## config.mk

```make
export PLATFORM = sky130hd
export DESIGN_NAME = ind_reg_port
export DESIGN_NICKNAME = d
export VERILOG_FILES = /design/src/rtl/ind_port_pkg.sv /design/src/rtl/ind_mode_reg.sv /design/src/rtl/ind_addr_ptr.sv /design/src/rtl/ind_rsp.sv /design/src/rtl/ind_reg_port.sv
export SDC_FILE = /design/constraint.sdc
export NUM_CORES = 1
export LEC_CHECK = 0
export BUFFER_PORTS_ARGS = -buffer_cell sky130_fd_sc_hd__buf_2
export CAP_MARGIN = 30
export CELL_PAD_IN_SITES_DETAIL_PLACEMENT = 0
export CELL_PAD_IN_SITES_GLOBAL_PLACEMENT = 1
export CORE_MARGIN = 1
export CORE_UTILIZATION = 30
export CTS_CLUSTER_SIZE = 40
export DETAILED_ROUTE_END_ITERATION = 16
export PLACE_DENSITY_LB_ADDON = 0.1
export SYNTH_ARGS = -nofsm -noshare
export SYNTH_HDL_FRONTEND = slang
export SYNTH_SLANG_ARGS = --single-unit
```

## constraint.sdc

```tcl
create_clock -name clk -period 1.75 [get_ports clk]
set_input_delay 0 -clock clk [delete_from_list [all_inputs] [get_ports clk]]
set_output_delay 0 -clock clk [all_outputs]
set_load 0.005 [all_outputs]
```

## src/rtl/ind_port_pkg.sv

```systemverilog
package ind_port_pkg;
  typedef enum logic [1:0] {
    OFF_MODE = 2'd0,
    OFF_AHI  = 2'd1,
    OFF_ALO  = 2'd2,
    OFF_DATA = 2'd3
  } host_off_e;

  localparam int MODE_IND_BIT = 0;
  localparam int MODE_STEP_BIT = 1;
  localparam int MODE_RST_BIT = 7;
endpackage

```

## src/rtl/ind_mode_reg.sv

```systemverilog
module ind_mode_reg #(
  parameter int DATA_W = 8
) (
  input  logic              clk,
  input  logic              rst_n,
  input  logic              wr_en,
  input  logic [DATA_W-1:0] wdata,
  output logic              soft_rst,
  output logic              ind_en,
  output logic              step_en
);
  import ind_port_pkg::*;

  logic ind_d, step_d;

  assign soft_rst = wr_en & wdata[MODE_RST_BIT];

  always_comb begin
    ind_d  = ind_en;
    step_d = step_en;
    if (soft_rst) begin
      ind_d  = 1'b0;
      step_d = 1'b0;
    end else if (wr_en) begin
      ind_d  = wdata[MODE_IND_BIT];
      step_d = wdata[MODE_STEP_BIT];
    end
  end

  always_ff @(posedge clk or negedge rst_n) begin
    if (!rst_n) begin
      ind_en  <= 1'b0;
      step_en <= 1'b0;
    end else begin
      ind_en  <= ind_d;
      step_en <= step_d;
    end
  end
endmodule

```

## src/rtl/ind_addr_ptr.sv

```systemverilog
module ind_addr_ptr #(
  parameter int DATA_W = 8,
  localparam int ADDR_W = 2 * DATA_W
) (
  input  logic              clk,
  input  logic              rst_n,
  input  logic              soft_rst,
  input  logic              wr_hi,
  input  logic              wr_lo,
  input  logic              step,
  input  logic [DATA_W-1:0] wdata,
  output logic [ADDR_W-1:0] addr
);
  logic [ADDR_W-1:0] addr_d;
  logic              addr_en;

  assign addr_en = soft_rst | wr_hi | wr_lo | step;

  always_comb begin
    addr_d = addr;
    if (soft_rst)   addr_d = '0;
    else if (wr_hi) addr_d = {wdata, addr[DATA_W-1:0]};
    else if (wr_lo) addr_d = {addr[ADDR_W-1:DATA_W], wdata};
    else if (step)  addr_d = addr + {{(ADDR_W-1){1'b0}}, 1'b1};
  end

  always_ff @(posedge clk or negedge rst_n) begin
    if (!rst_n)       addr <= '0;
    else if (addr_en) addr <= addr_d;
  end
endmodule

```

## src/rtl/ind_rsp.sv

```systemverilog
module ind_rsp #(
  parameter int DATA_W = 8
) (
  input  logic              clk,
  input  logic              rst_n,
  input  logic              rd_req,
  input  logic              rd_mem,
  input  logic [DATA_W-1:0] reg_val,
  input  logic [DATA_W-1:0] mem_rdata,
  output logic              rvalid,
  output logic [DATA_W-1:0] rdata
);
  logic              sel_mem_q;
  logic [DATA_W-1:0] reg_q;

  always_ff @(posedge clk or negedge rst_n) begin
    if (!rst_n) begin
      rvalid    <= 1'b0;
      sel_mem_q <= 1'b0;
    end else begin
      rvalid    <= rd_req;
      sel_mem_q <= rd_req & rd_mem;
    end
  end

  always_ff @(posedge clk or negedge rst_n) begin
    if (!rst_n)      reg_q <= '0;
    else if (rd_req) reg_q <= reg_val;
  end

  assign rdata = sel_mem_q ? mem_rdata : reg_q;
endmodule

```

## src/rtl/ind_reg_port.sv

```systemverilog
module ind_reg_port #(
  parameter int DATA_W = 8,
  localparam int ADDR_W = 2 * DATA_W
) (
  input  logic              clk,
  input  logic              rst_n,
  input  logic              host_req,
  input  logic              host_we,
  input  logic [1:0]        host_off,
  input  logic [DATA_W-1:0] host_wdata,
  output logic [DATA_W-1:0] host_rdata,
  output logic              host_rvalid,
  output logic              mem_req,
  output logic              mem_we,
  output logic [ADDR_W-1:0] mem_addr,
  output logic [DATA_W-1:0] mem_wdata,
  input  logic [DATA_W-1:0] mem_rdata
);
  import ind_port_pkg::*;

  logic              wr_mode, wr_hi, wr_lo, data_hit, rd_req;
  logic              soft_rst, ind_en, step_en;
  logic [ADDR_W-1:0] addr;
  logic [DATA_W-1:0] reg_val;

  assign wr_mode  = host_req & host_we & (host_off == OFF_MODE);
  assign wr_hi    = host_req & host_we & (host_off == OFF_AHI);
  assign wr_lo    = host_req & host_we & (host_off == OFF_ALO);
  assign data_hit = host_req & (host_off == OFF_DATA) & ind_en;
  assign rd_req   = host_req & ~host_we;

  ind_mode_reg #(.DATA_W(DATA_W)) u_mode (
    .clk(clk), .rst_n(rst_n), .wr_en(wr_mode), .wdata(host_wdata),
    .soft_rst(soft_rst), .ind_en(ind_en), .step_en(step_en));

  ind_addr_ptr #(.DATA_W(DATA_W)) u_ptr (
    .clk(clk), .rst_n(rst_n), .soft_rst(soft_rst), .wr_hi(wr_hi),
    .wr_lo(wr_lo), .step(data_hit & step_en), .wdata(host_wdata),
    .addr(addr));

  always_comb begin
    reg_val = '0;
    case (host_off)
      OFF_MODE: begin
        reg_val[MODE_IND_BIT]  = ind_en;
        reg_val[MODE_STEP_BIT] = step_en;
      end
      OFF_AHI: reg_val = addr[ADDR_W-1:DATA_W];
      OFF_ALO: reg_val = addr[DATA_W-1:0];
      default: reg_val = '0;
    endcase
  end

  ind_rsp #(.DATA_W(DATA_W)) u_rsp (
    .clk(clk), .rst_n(rst_n), .rd_req(rd_req), .rd_mem(data_hit),
    .reg_val(reg_val), .mem_rdata(mem_rdata),
    .rvalid(host_rvalid), .rdata(host_rdata));

  assign mem_req   = data_hit;
  assign mem_we    = data_hit & host_we;
  assign mem_addr  = addr;
  assign mem_wdata = host_wdata;
endmodule

```

After elaboration in Yosys (flattened, before gate mapping)
Cells that the tools add are included.
Word-level totals
  bits in registers: 28
  output and inout bits: 35
  logic and storage cells: 45
  bits of input ports: 22
Operators by class
  multiplexer cells: 11
  equal/unequal tests: 5
  add/sub/neg operators: 1
  reductions and logical operators: 6
  bitwise gates (word level): 15
Operators by type and width (count)
  $mux W16: 4
  $add A16 B1 Y16 const B: 1
  $pmux W6 S2: 1
  $and A1 B1 Y1: 11
  $mux W8: 1
  $pmux W2 S3: 1
  $reduce_and A3 Y1: 2
  $reduce_bool A3 Y1: 2
  $eq A2 B2 Y1 const B: 2
  $mux W1: 4
  $ne A3 B1 Y1 const B: 1
  $or A1 B1 Y1: 3
  $eq A2 B1 Y1 const B: 1
  $logic_not A2 Y1: 1
  $ne A2 B1 Y1 const B: 1
  $reduce_bool A2 Y1: 1
  $not A1 Y1: 1

Logic depth before layout (Yosys ltp)
Gate-level depths: netlist of the first run.
  depth in word-level cells: 8
  mapped depth: 8
  mapped depth without buffers: 6

Cells and area by module
Synthesis of the first run repeated with hierarchy kept, for this count alone.
Unflattened totals
  cells, all modules: 201
  area total of the unflattened synthesis: 1988.2 um^2
Modules (own cells, without submodules)
  ind_addr_ptr: area each 1063.5 um^2, cells each 125, times used 1
  ind_rsp: area each 520.5 um^2, cells each 29, times used 1
  ind_reg_port: area each 311.5 um^2, cells each 40, times used 1
  ind_mode_reg: area each 92.6 um^2, cells each 7, times used 1

Worst setup path after synthesis of the first run
No wires, ideal clock.
  path kind: flip-flop to flip-flop
  from: register u_ptr.addr[0]
  to: register u_ptr.addr[8]
  stages on the path, launching flop included: 6
  setup slack: 130 ps
  buffers on the path: 0
  arrival: 1534 ps
  library setup time: 86 ps
  period minus slack after synthesis: 1620 ps
  path through: dfrtp_1 -> ha_1 -> and4_1 -> nand4_1 -> or4_1 -> a32oi_1
On the way
  word-level cells in the longest chain between the ends: 5
RTL lines
  start, declared: line ind_addr_ptr.sv:12  | output logic [ADDR_W-1:0] addr
  start signal, assigned: line ind_addr_ptr.sv:29  | else if (addr_en) addr <= addr_d;
  $add A16 B1 Y16: line ind_addr_ptr.sv:24  | else if (step) addr_d = addr + {{(ADDR_W-1){1'b0}}, 1'b1};
  $mux W16: line ind_addr_ptr.sv:24
  $mux W16: line ind_addr_ptr.sv:23  | else if (wr_lo) addr_d = {addr[ADDR_W-1:DATA_W], wdata};
  $mux W16: line ind_addr_ptr.sv:22  | else if (wr_hi) addr_d = {wdata, addr[DATA_W-1:0]};
  $mux W16: line ind_addr_ptr.sv:21  | if (soft_rst) addr_d = '0;
Every way passes these cells. The select of a mux whose other input is x is not followed.
A chain may end at the register's enable or synchronous reset.

Worst setup path in the final report of the first run
  from: register u_ptr.addr[2]
  to: register u_ptr.addr[15]
The elaborated chain is that of the path after synthesis.

==> results of run 1 <==
[power breakdown]
group          internal, mW  switching (mW)  leakage, nW
sequential            0.738          0.0788        0.360
combinational         0.321           0.334        0.829
clock                 0.202           0.216       0.0288
[cells by family after synthesis]
family	after synthesis
and+or+nand+nor	70
AOI/OAI and AO/OA	63
buffers and inverters	32
DFF	28
muxes	10
adders and majority gates	5
[critical path, stage by stage, from the launching register on]
cell and delay [ps]:
dfrtp_1 420, and4_1 310, nand4_4 190, o311a_1 380
a221o_1 250
[sequential cells by signal, summed over array words and instances (netlist names)]
| signal | flops |
|---|---|
| u_rsp.rvalid | 1 |
| u_ptr.addr | 16 |
| u_mode.step_en | 1 |
| u_rsp.reg_q | 8 |
| u_mode.ind_en | 1 |
| u_rsp.sel_mem_q | 1 |
[per-stage QoR]
step	utilization, %	setup WS [ps]	area, um2
6_report	40.8	83.1	2470
5_1_grt	40.8	10.5	2470
4_1_cts	40.7	26.3	2460
3_5_place_dp	38.8	47.6	2350
3_3_place_gp	38.8	67.8	2350
2_1_floorplan	-	130	1930
[final cells by class]
cell class                      instances  area share [%]
Sequential cell                        28            28.3
Tap cell                               75            3.79
Clock buffer                            4            2.22
Timing Repair Buffer                   87            21.3
Inverter                               11            1.67
Multi-Input combinational cell        148            42.7
[repair_timing]
action                                  in CTS  in global routing
setup buffers                                0                  1
gates resized for setup                      0                  2
endpoints found under the hold margin       33                  0
endpoints found under the setup margin       0                  5
hold buffers                                 6                  0
[cell usage in the layout, fill, tap and decap left out, types with 4 or more instances in the layout]
cell	n
ha_1	5
buf_4	25
clkbuf_8	4
a22oi_1	8
nor2_1	6
a21o_1	4
dfrtp_1	28
buf_2	56
nand3_1	11
nand2_1	22
o31ai_1	4
a311oi_1	4
o21ai_0	9
dlygate4sd3_1	6
or4_1	4
and3_1	4
inv_1	11
mux2_2	8
o22ai_1	4
nand4_1	6
a32oi_1	4
[Yosys cell counts, types with 3 or more instances]
| cell type | n | area share, % |
|---|---|---|
| inv_1 | 11 | 2.1 |
| a21o_1 | 4 | 1.6 |
| buf_4 | 8 | 3.1 |
| clkbuf_1 | 3 | 0.58 |
| a21oi_1 | 3 | 0.78 |
| ha_1 | 5 | 3.2 |
| nand2_1 | 22 | 4.3 |
| dfrtp_1 | 28 | 36 |
| a22oi_1 | 8 | 3.1 |
| mux2_2 | 8 | 4.7 |
| buf_2 | 6 | 1.6 |
| nor2_1 | 6 | 1.2 |
| or4_1 | 4 | 1.6 |
| o22ai_1 | 4 | 1.3 |
| o21ai_0 | 9 | 2.3 |
| o31ai_1 | 4 | 1.6 |
| nand3_1 | 11 | 2.9 |
| nand4_1 | 6 | 1.9 |
| and3_1 | 5 | 1.6 |
| a311oi_1 | 4 | 1.8 |
| and2_1 | 3 | 0.97 |
| a32oi_1 | 4 | 1.8 |
| and4_1 | 3 | 1.4 |
[per-layer routing]
metal	GRT usage [%]	routed length (um)	vias up
li1	-	-	929
met1	28.0	2970	935
met2	31.4	2900	72
met3	1.65	317	2
met4	4.21	23	0
met5	0	0	-
[path summary, 6_finish.rpt]
check	slack [ps]	to	depth (start not counted)
worst min register to register	490	u_rsp.reg_q[6]	2
min in group asynchronous	280	u_rsp.reg_q[7]	2
worst max register to register	80	u_ptr.addr[15]	4
worst min-delay path	20	u_mode.ind_en	3
max in group asynchronous	1020	u_mode.ind_en	2
worst max-delay path	80	u_ptr.addr[15]	4
==> impl_metrics.toml, run 1 <==
[layout]
fill_cells = 610
n_antenna_cell = 0
multi_input_area_um2 = 1060
drive_gt1_share_pct = 36.0
area.growth.synth_to_final_pct = 28.3
fin_cells = 353
ff_latch_area_um2 = 701
nNetsFinal = 306

[detailed_routing]
routed_wl_mm = 6.22
wire_per_inst_um = 17.6
dr.pass1.iters = 5
drt_drc_violations_left = 0
vias = 1938
viasPerCell = 5.49
ant_nets = 0
drt_iter0_drc = 145

[timing]
fmax_ghz = 0.600
slew_violations = 0
relSlewSlack_pct = 54.0
period_needed_ps = 1670
fin_crit_sh_pct = 95.3
skew_ps = 1.26
finalSetupTns_ps = 0
setup_viol = 0
rsz0062_at_grt = "no"
worst_pin_slew_ps = 690
final_hold_viol_count = 0
worst_hold_slack_ps = 20.4

[outcome]
status = "finished clean"

[critical_path]
required_ps = 1920
cp_max_fo = 9
arrival_ps = 1840
cp-start-kind = "flop"
critPathLaunch = "u_ptr.addr[2]"
path_class = "flop to flop"
end_kind = "flop"
r2r-start = "u_ptr.addr[2]"

[floorplanning]
core_um2 = 6060
ios = 57
dieWidth_um = 82.2
die_y_um = 82.2
start_util_pct = 31.8
dieArea_um2 = 6760
row_count = 28

[clock_tree]
cts_made_buffers = 3
ctsHtreeMaxLevel = 1
clkSlewWorstSetupHoldPaths_ps = 100
worstSkewPairLatency_ps = 280
cts_buffer_depth = 2
cts_root_buffer = "clkbuf_8"
cts_tree = "yes"
cts.sinks = 28

[placed_design]
place_hpwl_mm = 4.60
place.gp.congestion = 0.857
numPortBuffers = 56
dp.cells = 342

[hold_path]
min_from = "host_wdata[0]"
hold_path_class = "primary input to flop"

[yosys]
synth_xor_area_share_pct = 0
syn-num-nets = 235
synth-edff-count = 0
synth-simple-area-share_pct = 20.1
synthMuxAreaShare_pct = 5.71
synth_cells = 208
ys_seq_area_share_pct = 36.3
synth_top_family_by_area = "compound AO/OA/AOI/OAI gates"
async_reset_ff_share_pct = 100
ys_types = 49
yosys.area_share.adder_pct = 3.24
ys_ff_latch = 28
netlist_area_um2 = 1930
ys.flop_type = "dfrtp_1"
yosysWarnings = 0
synth-compound-area-share_pct = 25.6
syn_avg_cell_area_um2 = 9.28

[global_route]
grt_pass1_wl_mm = 9.66
grt_max_degree = 29
grt_antenna_before_repair = 0
first_global_vias = 1766
grt.overflow.total = 0
track_usage_pct = 19.4

[power]
power_mw = 1.89
p_leak_nw = 1.22
vdd_drop_max_mv = 0.413
power.density_nw_per_um2 = 764

[job]
cap_violations = 0
Note: power is estimated with default switching activity, not from simulation.
==> run 2: changes to the inputs <==
Settings changed: BUFFER_PORTS_ARGS -buffer_cell sky130_fd_sc_hd__buf_2 to -buffer_cell sky130_fd_sc_hd__clkbuf_2.
==> run 2 against run 1 <==
  * The run now ends with negative hold slack left
  * Clock skew is 5.0 ps higher
  * Worst hold slack worse by 26 ps
  * Utilization is 0.72 points lower
  * Critical path depth stayed put
  * Non-clock buffer count is 3 lower
  * Setup slack worse by 7.8 ps
  * Final cell count is 1.1% lower
  * Via count is 2.4% higher
  * Sequential share of layout area is 0.51 points higher
==> impl_metrics.toml, run 2 (same netlist as run 1, synthesis figures left out) <==
[placed_design]
place_hpwl_mm = 4.71
numPortBuffers = 56
dpl_cell_area_um2 = 2360
place.gp.congestion = 0.879

[global_route]
grt_use_met2_pct = 32.1
gr-max-usage-layer = "met2"
grtUsageMet3_pct = 2.42
track_usage_pct = 20.0
grt_max_degree = 29
grt.overflow.total = 0
gr-usage-met1_pct = 28.2
grt_pass1_wl_mm = 10.0
first_global_vias = 1852
grt_antenna_before_repair = 0

[detailed_routing]
drt_drc_violations_left = 0
drt_iter0_drc = 144
dr.pass1.iters = 5
wire_per_inst_um = 17.9
viasPerCell = 5.68
routed_wl_mm = 6.26
ant_nets = 0
vias = 1984

[critical_path]
cp-start-kind = "flop"
rr_endpoint = "u_ptr.addr[15]"
end_kind = "flop"
r2r_cells = 4
endpoint = "u_ptr.addr[15]"
arrival_ps = 1850
critPathLaunch = "u_ptr.addr[2]"
r2r_slack_ps = 80
r2r-start = "u_ptr.addr[2]"
required_ps = 1930
path_class = "flop to flop"
cp_max_fo = 9

[power]
vdd_drop_max_mv = 0.298
power_mw = 1.84
p_leak_nw = 1.19
power.density_nw_per_um2 = 756

[floorplanning]
ios = 57
dieArea_um2 = 6760
die_y_um = 82.2
core_um2 = 6060
row_count = 28
dieWidth_um = 82.2
start_util_pct = 31.8

[timing]
worst_hold_slack_ps = -5.97
final_hold_viol_count = 1
skew_ps = 6.24
fin_crit_sh_pct = 95.7
setup_viol = 0
period_needed_ps = 1670
relSlewSlack_pct = 49.8
rsz0062_at_grt = "no"
slew_violations = 0
finalSetupTns_ps = 0
fmax_ghz = 0.597
worst_pin_slew_ps = 754

[clock_tree]
cts_tree = "yes"
ctsHtreeMaxLevel = 1
cts_setup_buffers = 0
worstSkewPairLatency_ps = 280
cts_root_buffer = "clkbuf_8"
clkSlewWorstSetupHoldPaths_ps = 110
cts_buffer_depth = 2
cts.sinks = 28
cts_made_buffers = 3

[job]
cap_violations = 0

[layout]
drive_gt1_share_pct = 36.1
area.growth.synth_to_final_pct = 26.0
top_regs = "u_ptr.addr x16, u_rsp.reg_q x8"
nNetsFinal = 303
final_cell_area_um2 = 2430
n_antenna_cell = 0
largest_register_ff_count = 16
final_common_cell = "clkbuf_2"
top_register = "u_ptr.addr"
layout_common_cells = "56 x clkbuf_2, 28 x dfrtp_1, 25 x buf_4, 22 x nand2_1"
fill_cells = 643

[outcome]
status = "complete, but fails checks"
violations = "negative hold slack"

[hold_path]
hold_path_class = "primary input to flop"
## run 2: changes by cell type in the layout (fill, tap and decap cells not counted), sizes merged
cell	before	now
buf	81	25
clkbuf	4	59
dlygate4sd3	6	3
## run 2: worst max-delay path, stage by stage, from the launching register on
cell and delay, ps:
dfrtp_1 440, and4_2 300, nand4_4 170, o311a_1 380, a221o_1 260
## run 2: area by class of cell
type	count	area [um2]	area share, %
clock buffers	3	41.3	1.70
flip-flops and latches	28	701	28.8
inverters	11	41.3	1.70
well taps	75	93.8	3.86
repair buffers	84	498	20.5
multi-input cells	148	1060	43.4
## run 2: metal layers
layer	vias up	share of wire, %
met3	7	6.0
met1	963	47
met2	88	46
met4	0	0.85
li1	926	-
met5	-	0
## run 2: worst min-delay path by stage
stage,startpoint,end,slack [ps],cells past startpoint
6_report,host_wdata[2],u_ptr.addr[10],-6,2
3_5_place_dp,rst_n,u_rsp.reg_q[7],110,1
2_1_floorplan,rst_n,u_mode.ind_en,-300,0
5_1_grt,host_wdata[4],u_ptr.addr[12],9,3
4_1_cts,host_wdata[4],u_ptr.addr[12],3,3
3_3_place_gp,rst_n,u_rsp.reg_q[6],120,1
## run 2: power breakdown
part           internal, mW  switching, mW  leakage (nW)
Sequential            0.738         0.0814         0.360
Combinational         0.305          0.334         0.811
Clock                 0.155          0.223        0.0216
## run 2: per-stage QoR
step | std cells | util, % | worst slack (ps)
final | 349 | 40.1 | 75.3
after global routing | 349 | 40.1 | 7.07
after CTS | 349 | 40.1 | 31.2
after detailed placement | 343 | 38.9 | 37.9
after global placement | 343 | 38.9 | 76.9
after floorplan | 208 | - | 130
## run 2: what timing repair did
item                                    in CTS  in global routing
hold buffers                                 3                  0
resized for setup                            0                  2
hold endpoints to repair                    30                  0
endpoints found under the setup margin       0                  1
